<file path="config.mk">
export PLATFORM = sky130hd
export DESIGN_NAME = dma_chan_ctrl
export DESIGN_NICKNAME = d
export VERILOG_FILES = /design/src/rtl/dma_chan_pkg.sv /design/src/rtl/dma_chan_decode.sv /design/src/rtl/dma_chan_regs.sv /design/src/rtl/dma_chan_seq.sv /design/src/rtl/dma_chan_ctrl.sv
export SDC_FILE = /design/constraint.sdc
export NUM_CORES = 1
export LEC_CHECK = 0
export BUFFER_PORTS_ARGS = -buffer_cell sky130_fd_sc_hd__buf_4
export CAP_MARGIN = 20
export CORE_ASPECT_RATIO = 0.75
export CORE_MARGIN = 3
export CORE_UTILIZATION = 55
export DETAILED_ROUTE_END_ITERATION = 8
export PLACE_DENSITY_LB_ADDON = 0.08
export SLEW_MARGIN = 5
export SYNTH_ARGS = -nofsm -noshare
export SYNTH_HDL_FRONTEND = slang
export SYNTH_SLANG_ARGS = --single-unit
</file>
<file path="constraint.sdc">
create_clock -name clk -period 3.3 [get_ports clk]
set_input_delay 0.33 -clock clk [delete_from_list [all_inputs] [get_ports clk]]
set_output_delay 0.33 -clock clk [all_outputs]
set_load 0.05 [all_outputs]
</file>
<file path="src/rtl/dma_chan_pkg.sv">
package dma_chan_pkg;
  localparam int OFS_ADDR  = 0;
  localparam int OFS_BLK   = 4;
  localparam int OFS_CNT   = 6;
  localparam int OFS_CMD   = 8;
  localparam int DIR_BIT   = 0;
  localparam int MODE_BIT  = 9;
  localparam int RUN_BIT   = 24;
  localparam logic [31:0] PHYS_MASK = 32'h1FFF_FFFF;

  typedef enum logic [2:0] {
    SEL_NONE,
    SEL_ADDR,
    SEL_BLK,
    SEL_CNT,
    SEL_CMD
  } reg_sel_e;
endpackage

</file>
<file path="src/rtl/dma_chan_decode.sv">
module dma_chan_decode
  import dma_chan_pkg::*;
#(
  parameter int ADDR_W = 8,
  parameter logic [ADDR_W-1:0] BASE_ADDR = 8'h80
) (
  input  logic [ADDR_W-1:0] addr,
  output reg_sel_e          sel
);
  logic [ADDR_W-1:0] offset;

  always_comb begin
    offset = addr - BASE_ADDR;
    if (offset == ADDR_W'(OFS_ADDR))      sel = SEL_ADDR;
    else if (offset == ADDR_W'(OFS_BLK))  sel = SEL_BLK;
    else if (offset == ADDR_W'(OFS_CNT))  sel = SEL_CNT;
    else if (offset == ADDR_W'(OFS_CMD))  sel = SEL_CMD;
    else                                  sel = SEL_NONE;
  end
endmodule

</file>
<file path="src/rtl/dma_chan_regs.sv">
module dma_chan_regs
  import dma_chan_pkg::*;
#(
  parameter int BS_W = 16,
  parameter int BA_W = 16
) (
  input  logic            clk,
  input  logic            rst,
  input  logic            wr_en,
  input  reg_sel_e        sel,
  input  logic [31:0]     wdata,
  input  logic            blk_accept,
  input  logic            finish,
  output logic [31:0]     madr_q,
  output logic [BS_W-1:0] bs_q,
  output logic [BA_W-1:0] ba_q,
  output logic            dir_q,
  output logic            mode_q,
  output logic            run_q
);
  localparam int STEP_PAD = 32 - BS_W - 2;

  logic [31:0] step;
  logic        cmd_wr;

  assign step   = {{STEP_PAD{1'b0}}, bs_q, 2'b00};
  assign cmd_wr = wr_en && (sel == SEL_CMD);

  always_ff @(posedge clk) begin
    if (rst) begin
      madr_q <= '0;
      bs_q   <= '0;
      ba_q   <= '0;
      dir_q  <= 1'b0;
      mode_q <= 1'b0;
      run_q  <= 1'b0;
    end else if (run_q) begin
      if (finish) begin
        run_q <= 1'b0;
      end else begin
        if (blk_accept) begin
          ba_q   <= ba_q - 1'b1;
          madr_q <= madr_q + step;
        end
        if (cmd_wr && !wdata[RUN_BIT]) run_q <= 1'b0;
      end
    end else if (wr_en) begin
      case (sel)
        SEL_ADDR: madr_q <= wdata;
        SEL_BLK: begin
          bs_q <= wdata[BS_W-1:0];
          ba_q <= wdata[16 +: BA_W];
        end
        SEL_CNT: ba_q <= wdata[BA_W-1:0];
        SEL_CMD: begin
          dir_q  <= wdata[DIR_BIT];
          mode_q <= wdata[MODE_BIT];
          run_q  <= wdata[RUN_BIT];
        end
        default: ;
      endcase
    end
  end
endmodule

</file>
<file path="src/rtl/dma_chan_seq.sv">
module dma_chan_seq
  import dma_chan_pkg::*;
#(
  parameter int BS_W     = 16,
  parameter int BA_W     = 16,
  parameter int LINE_W   = 5,
  parameter int IRQ_LINE = 3
) (
  input  logic              clk,
  input  logic              rst,
  input  logic              run_q,
  input  logic [31:0]       madr_q,
  input  logic [BS_W-1:0]   bs_q,
  input  logic [BA_W-1:0]   ba_q,
  input  logic              dir_q,
  input  logic              blk_ready,
  output logic              blk_valid,
  output logic [31:0]       blk_addr,
  output logic [BS_W+1:0]   blk_bytes,
  output logic              blk_dir,
  output logic              blk_accept,
  output logic              finish,
  output logic              irq_pulse,
  output logic [LINE_W-1:0] irq_line
);
  logic cnt_zero;

  assign cnt_zero   = (ba_q == '0);
  assign blk_valid  = run_q && !cnt_zero;
  assign finish     = run_q && cnt_zero;
  assign blk_accept = blk_valid && blk_ready;
  assign blk_addr   = madr_q & PHYS_MASK;
  assign blk_bytes  = {bs_q, 2'b00};
  assign blk_dir    = dir_q;

  always_ff @(posedge clk) begin
    if (rst) begin
      irq_pulse <= 1'b0;
      irq_line  <= '0;
    end else begin
      irq_pulse <= finish;
      irq_line  <= finish ? LINE_W'(IRQ_LINE) : '0;
    end
  end
endmodule

</file>
<file path="src/rtl/dma_chan_ctrl.sv">
module dma_chan_ctrl
  import dma_chan_pkg::*;
#(
  parameter int ADDR_W = 8,
  parameter logic [ADDR_W-1:0] BASE_ADDR = 8'h80,
  parameter int BS_W     = 16,
  parameter int BA_W     = 16,
  parameter int LINE_W   = 5,
  parameter int IRQ_LINE = 3
) (
  input  logic              clk,
  input  logic              rst,
  input  logic              wr_en,
  input  logic              rd_en,
  input  logic [ADDR_W-1:0] addr,
  input  logic [31:0]       wdata,
  output logic [31:0]       rdata,
  output logic              blk_valid,
  input  logic              blk_ready,
  output logic [31:0]       blk_addr,
  output logic [BS_W+1:0]   blk_bytes,
  output logic              blk_dir,
  output logic              irq_pulse,
  output logic [LINE_W-1:0] irq_line
);
  localparam int BA_PAD = 16 - BA_W;

  reg_sel_e        sel;
  logic [31:0]     madr_q;
  logic [BS_W-1:0] bs_q;
  logic [BA_W-1:0] ba_q;
  logic            dir_q, mode_q, run_q;
  logic            blk_accept, finish;
  logic [31:0]     rd_mux;

  dma_chan_decode #(.ADDR_W(ADDR_W), .BASE_ADDR(BASE_ADDR)) u_dec (
    .addr(addr), .sel(sel)
  );

  dma_chan_regs #(.BS_W(BS_W), .BA_W(BA_W)) u_regs (
    .clk(clk), .rst(rst), .wr_en(wr_en), .sel(sel), .wdata(wdata),
    .blk_accept(blk_accept), .finish(finish),
    .madr_q(madr_q), .bs_q(bs_q), .ba_q(ba_q),
    .dir_q(dir_q), .mode_q(mode_q), .run_q(run_q)
  );

  dma_chan_seq #(.BS_W(BS_W), .BA_W(BA_W), .LINE_W(LINE_W), .IRQ_LINE(IRQ_LINE)) u_seq (
    .clk(clk), .rst(rst), .run_q(run_q), .madr_q(madr_q), .bs_q(bs_q),
    .ba_q(ba_q), .dir_q(dir_q), .blk_ready(blk_ready),
    .blk_valid(blk_valid), .blk_addr(blk_addr), .blk_bytes(blk_bytes),
    .blk_dir(blk_dir), .blk_accept(blk_accept), .finish(finish),
    .irq_pulse(irq_pulse), .irq_line(irq_line)
  );

  always_comb begin
    rd_mux = '0;
    case (sel)
      SEL_ADDR: rd_mux = madr_q;
      SEL_BLK:  rd_mux = {{BA_PAD{1'b0}}, ba_q, {(16-BS_W){1'b0}}, bs_q};
      SEL_CMD: begin
        rd_mux[DIR_BIT]  = dir_q;
        rd_mux[MODE_BIT] = mode_q;
        rd_mux[RUN_BIT]  = run_q;
      end
      default: rd_mux = '0;
    endcase
  end

  always_ff @(posedge clk) begin
    if (rst)        rdata <= '0;
    else if (rd_en) rdata <= rd_mux;
  end
endmodule

</file>
==> summary.md <==
| Metric | Value |
|---|---|
| Critical path origin | `u_regs.madr_q[2]` |
| Count leader, synth | `dfxtp_1` |
| R2r endpoint | `u_regs.madr_q[26]` |
| Max Freq | `367 MHz` |
| Post-detailed-route count of antenna-violating nets | `0` |
| Die Y | `96.5 µm` |
| Critical Path RT | `3.50 ns` |
| GRT overflow | `0` |
| Fin. max-slew vios | `0` |
| Post-synth ARST share | `0%` |
| Worst IR Drop VDD | `249 µV` |
| First-pass GRT wire length | `31400 µm` |
| Die ar. | `12200 µm²` |
| DRC | `0` |
| # fillers | `909` |
| Post-synth EDFFs | `0` |
| Max_slew headroom | `43.1%` |
| Worst reg2reg startpoint | `u_regs.madr_q[2]` |
| Die Width | `127 µm` |
| Crit path to | `u_regs.madr_q[26]` |
| Critical Path Source Type | `flip-flop` |
| Largest net degree at the start of global routing | `68` |
| Post-Syn Area | `6000 µm²` |
| Total Power | `2.73 mW` |
| DR vias/cell | `6.42` |
| Final Instance Area | `7150 µm²` |
| Initial antenna violation count | `1` |
| Pwr dens | `381 nW/µm²` |
| RSZ-0062 raised after global routing | `false` |
| Proportion of layout cells with a drive suffix above 1 | `20.8%` |
| Critical path arrival | `2.92 ns` |
| Vias in the first global route | `5654` |
| Core area | `10500 µm²` |
| #FFs+latches synth | `100` |
| Core Util, Final | `68.4%` |
| Placed inst area | `6810 µm²` |
| # H-tree levels | `3` |
| Top_reg_cell synth | `dfxtp_1` |
| Reg2Reg Depth | `10` |
| Number of nets in the layout | `905` |
| Tightest Pin Transition | `0.854 ns` |
| Synth Instances | `767` |
| Minimum clock period | `2.72 ns` |
| GP Congestion | `0.987` |
| Post-synth top cells | `dfxtp_1 (100), nand2_1 (97), nor2_1 (83), a21oi_1 (63), a211oi_1 (49)` |
| Pre-antenna DRT Iters | `5` |
| # setup viols final | `0` |
| TritonCTS clock tree | `done` |
| Pleak | `2.91 nW` |
| Wire length per cell | `20.8 µm` |
| CTS Hold Buffers Added | `0` |
| YS warnings | `0` |
| Status | `finished clean` |
| Synth unique cells | `63` |
| Synth area leader | `dfxtp_1` |
| Initial drt markers | `634` |
| Top-Level Pins | `135` |
| Worst-Skew Late Latency | `0.35 ns` |
| Detailed Route WL | `20500 µm` |
| CP Max Fanout | `7` |
| R2R Setup Slk | `0.58 ns` |
| Synth top area share | `33.3%` |
| Setup_tns | `0 ns` |
| Worst Skew | `0.00733 ns` |
| Port-buffer cells | `126` |
| Max clock buf depth | `2` |
| Initial Util | `57.5%` |
| Fin. Hold Viols | `0` |
| Min-delay worst type | `primary input to flip-flop` |
| Tot GR Track Use | `32.7%` |
| Critical path capture point type | `flip-flop` |
| Period utilization | `82.5%` |
| Max cap viols | `0` |
| Clock transition at path regs | `0.07 ns` |
| Register area share after synthesis | `33.3%` |
| Largest cells by area after synthesis | `dfxtp_1 (33%), a211oi_1 (6.1%), nand2_1 (6.1%)` |
| Post-route setup slack | `0.578 ns` |
| Row count | `32` |
| Clock root buffer | `clkbuf_16` |
| Vias | `6304` |
| Syn-to-layout area delta | `19.0%` |
| Hpwl dp | `14900 µm` |
| Postcts setup bufs | `0` |
| Post-CTS Resized | `0` |
| Ant. Diodes | `0` |
| Mean post-synth cell area | `7.83 µm²` |
| Kind of critical path | `flip-flop to flip-flop` |
| Pre-CTS WS | `0.633 ns` |
| Num CTS Buffers | `9` |
| CTS Sinks | `100` |
## registers in the layout, summed over array words and instances, names as in the netlist
register / cells
u_regs.bs_q: 16
u_seq.irq_line: 1
u_regs.madr_q: 32
rdata: 32
u_regs.run_q: 1
u_regs.mode_q: 1
u_regs.dir_q: 1
u_regs.ba_q: 16
## critical path, stage by stage (launching register included)
cell and delay, ns:
dfxtp_1 0.35, ha_1 0.24, fa_1 0.41, a21oi_1 0.24, o211ai_1 0.15, a21oi_1 0.21
buf_4 0.18, o21a_1 0.30, nor3_2 0.11, a311oi_1 0.28, nor4_1 0.09
## power breakdown
| part | leakage, nW | switching (mW) | internal, mW | total (mW) |
|---|---|---|---|---|
| clock | 0.166 | 0.501 | 0.710 | 1.21 |
| combinational | 1.93 | 0.187 | 0.0910 | 0.278 |
| sequential | 0.811 | 0.0122 | 1.22 | 1.24 |
| total | 2.91 | 0.701 | 2.03 | 2.73 |
## final cells by class
| cell class | instances | area [µm²] | area share, % |
|---|---|---|---|
| well taps | 136 | 170 | 2.38 |
| flip-flops and latches | 100 | 2000 | 28.0 |
| clock inverters | 5 | 82.6 | 1.16 |
| multi-input cells | 572 | 3490 | 48.9 |
| clock buffers | 11 | 253 | 3.54 |
| inverters | 11 | 41.3 | 0.578 |
| repair buffers | 147 | 1100 | 15.4 |
## stage by stage
stage               hold WS, ns  cells
floorplan                 0.449    774
finish                    0.248    982
global placement          0.472    966
detailed placement        0.480    966
global route              0.249    982
CTS                       0.243    982
## worst min path at each step
stage | start | end | slack [ns] | cells after the start
after global routing | wdata[1] | u_regs.madr_q[1] | 0.25 | 3
final | wdata[1] | u_regs.bs_q[1] | 0.25 | 3
after floorplan | u_regs.madr_q[0] | u_regs.madr_q[0] | 0.45 | 2
after detailed placement | rdata[7] | rdata[7] | 0.48 | 2
after CTS | wdata[1] | u_regs.madr_q[1] | 0.24 | 3
after global placement | rdata[1] | rdata[1] | 0.47 | 2
## logic make-up (layout without fill, tap and decap cells)
family	count (synthesis)	in the layout	share of synthesized area, %
and+or+nand+nor	265	265	20.6
other	1	8	0.0625
muxes	31	31	5.29
adders and majority gates	19	19	4.08
buffers and inverters	102	174	8.94
xor gates and xnor gates	11	11	1.60
AOI/OAI and AO/OA	238	238	26.1
DFF	100	100	33.3
## routing by layer
metal  GRT usage (%)  up-vias  share of wire [%]
li1                -     2899                  -
met1            47.7     2971                 44
met2            48.2      390                 42
met3            8.19       42                 12
met4            8.13        2                2.2
met5               0        -              0.064
## cells in the final DEF (no fill, tap or decap), types with 7 or more instances in the layout
master | netlist | final
nor3_1 | 13 | 13
a22oi_1 | 38 | 38
nor2_1 | 83 | 83
ha_1 | 18 | 18
inv_1 | 11 | 11
conb_1 | 1 | 8
and3_1 | 9 | 9
a21oi_1 | 63 | 63
nand3_1 | 14 | 14
buf_4 | 39 | 147
dfxtp_1 | 100 | 99
nand2_1 | 97 | 97
a211oi_1 | 49 | 49
o21ai_0 | 34 | 34
clkbuf_16 | 0 | 9
mux2i_1 | 25 | 25
o22ai_1 | 7 | 7
nor4_1 | 7 | 7
Note: power is estimated with default switching activity, not from simulation.
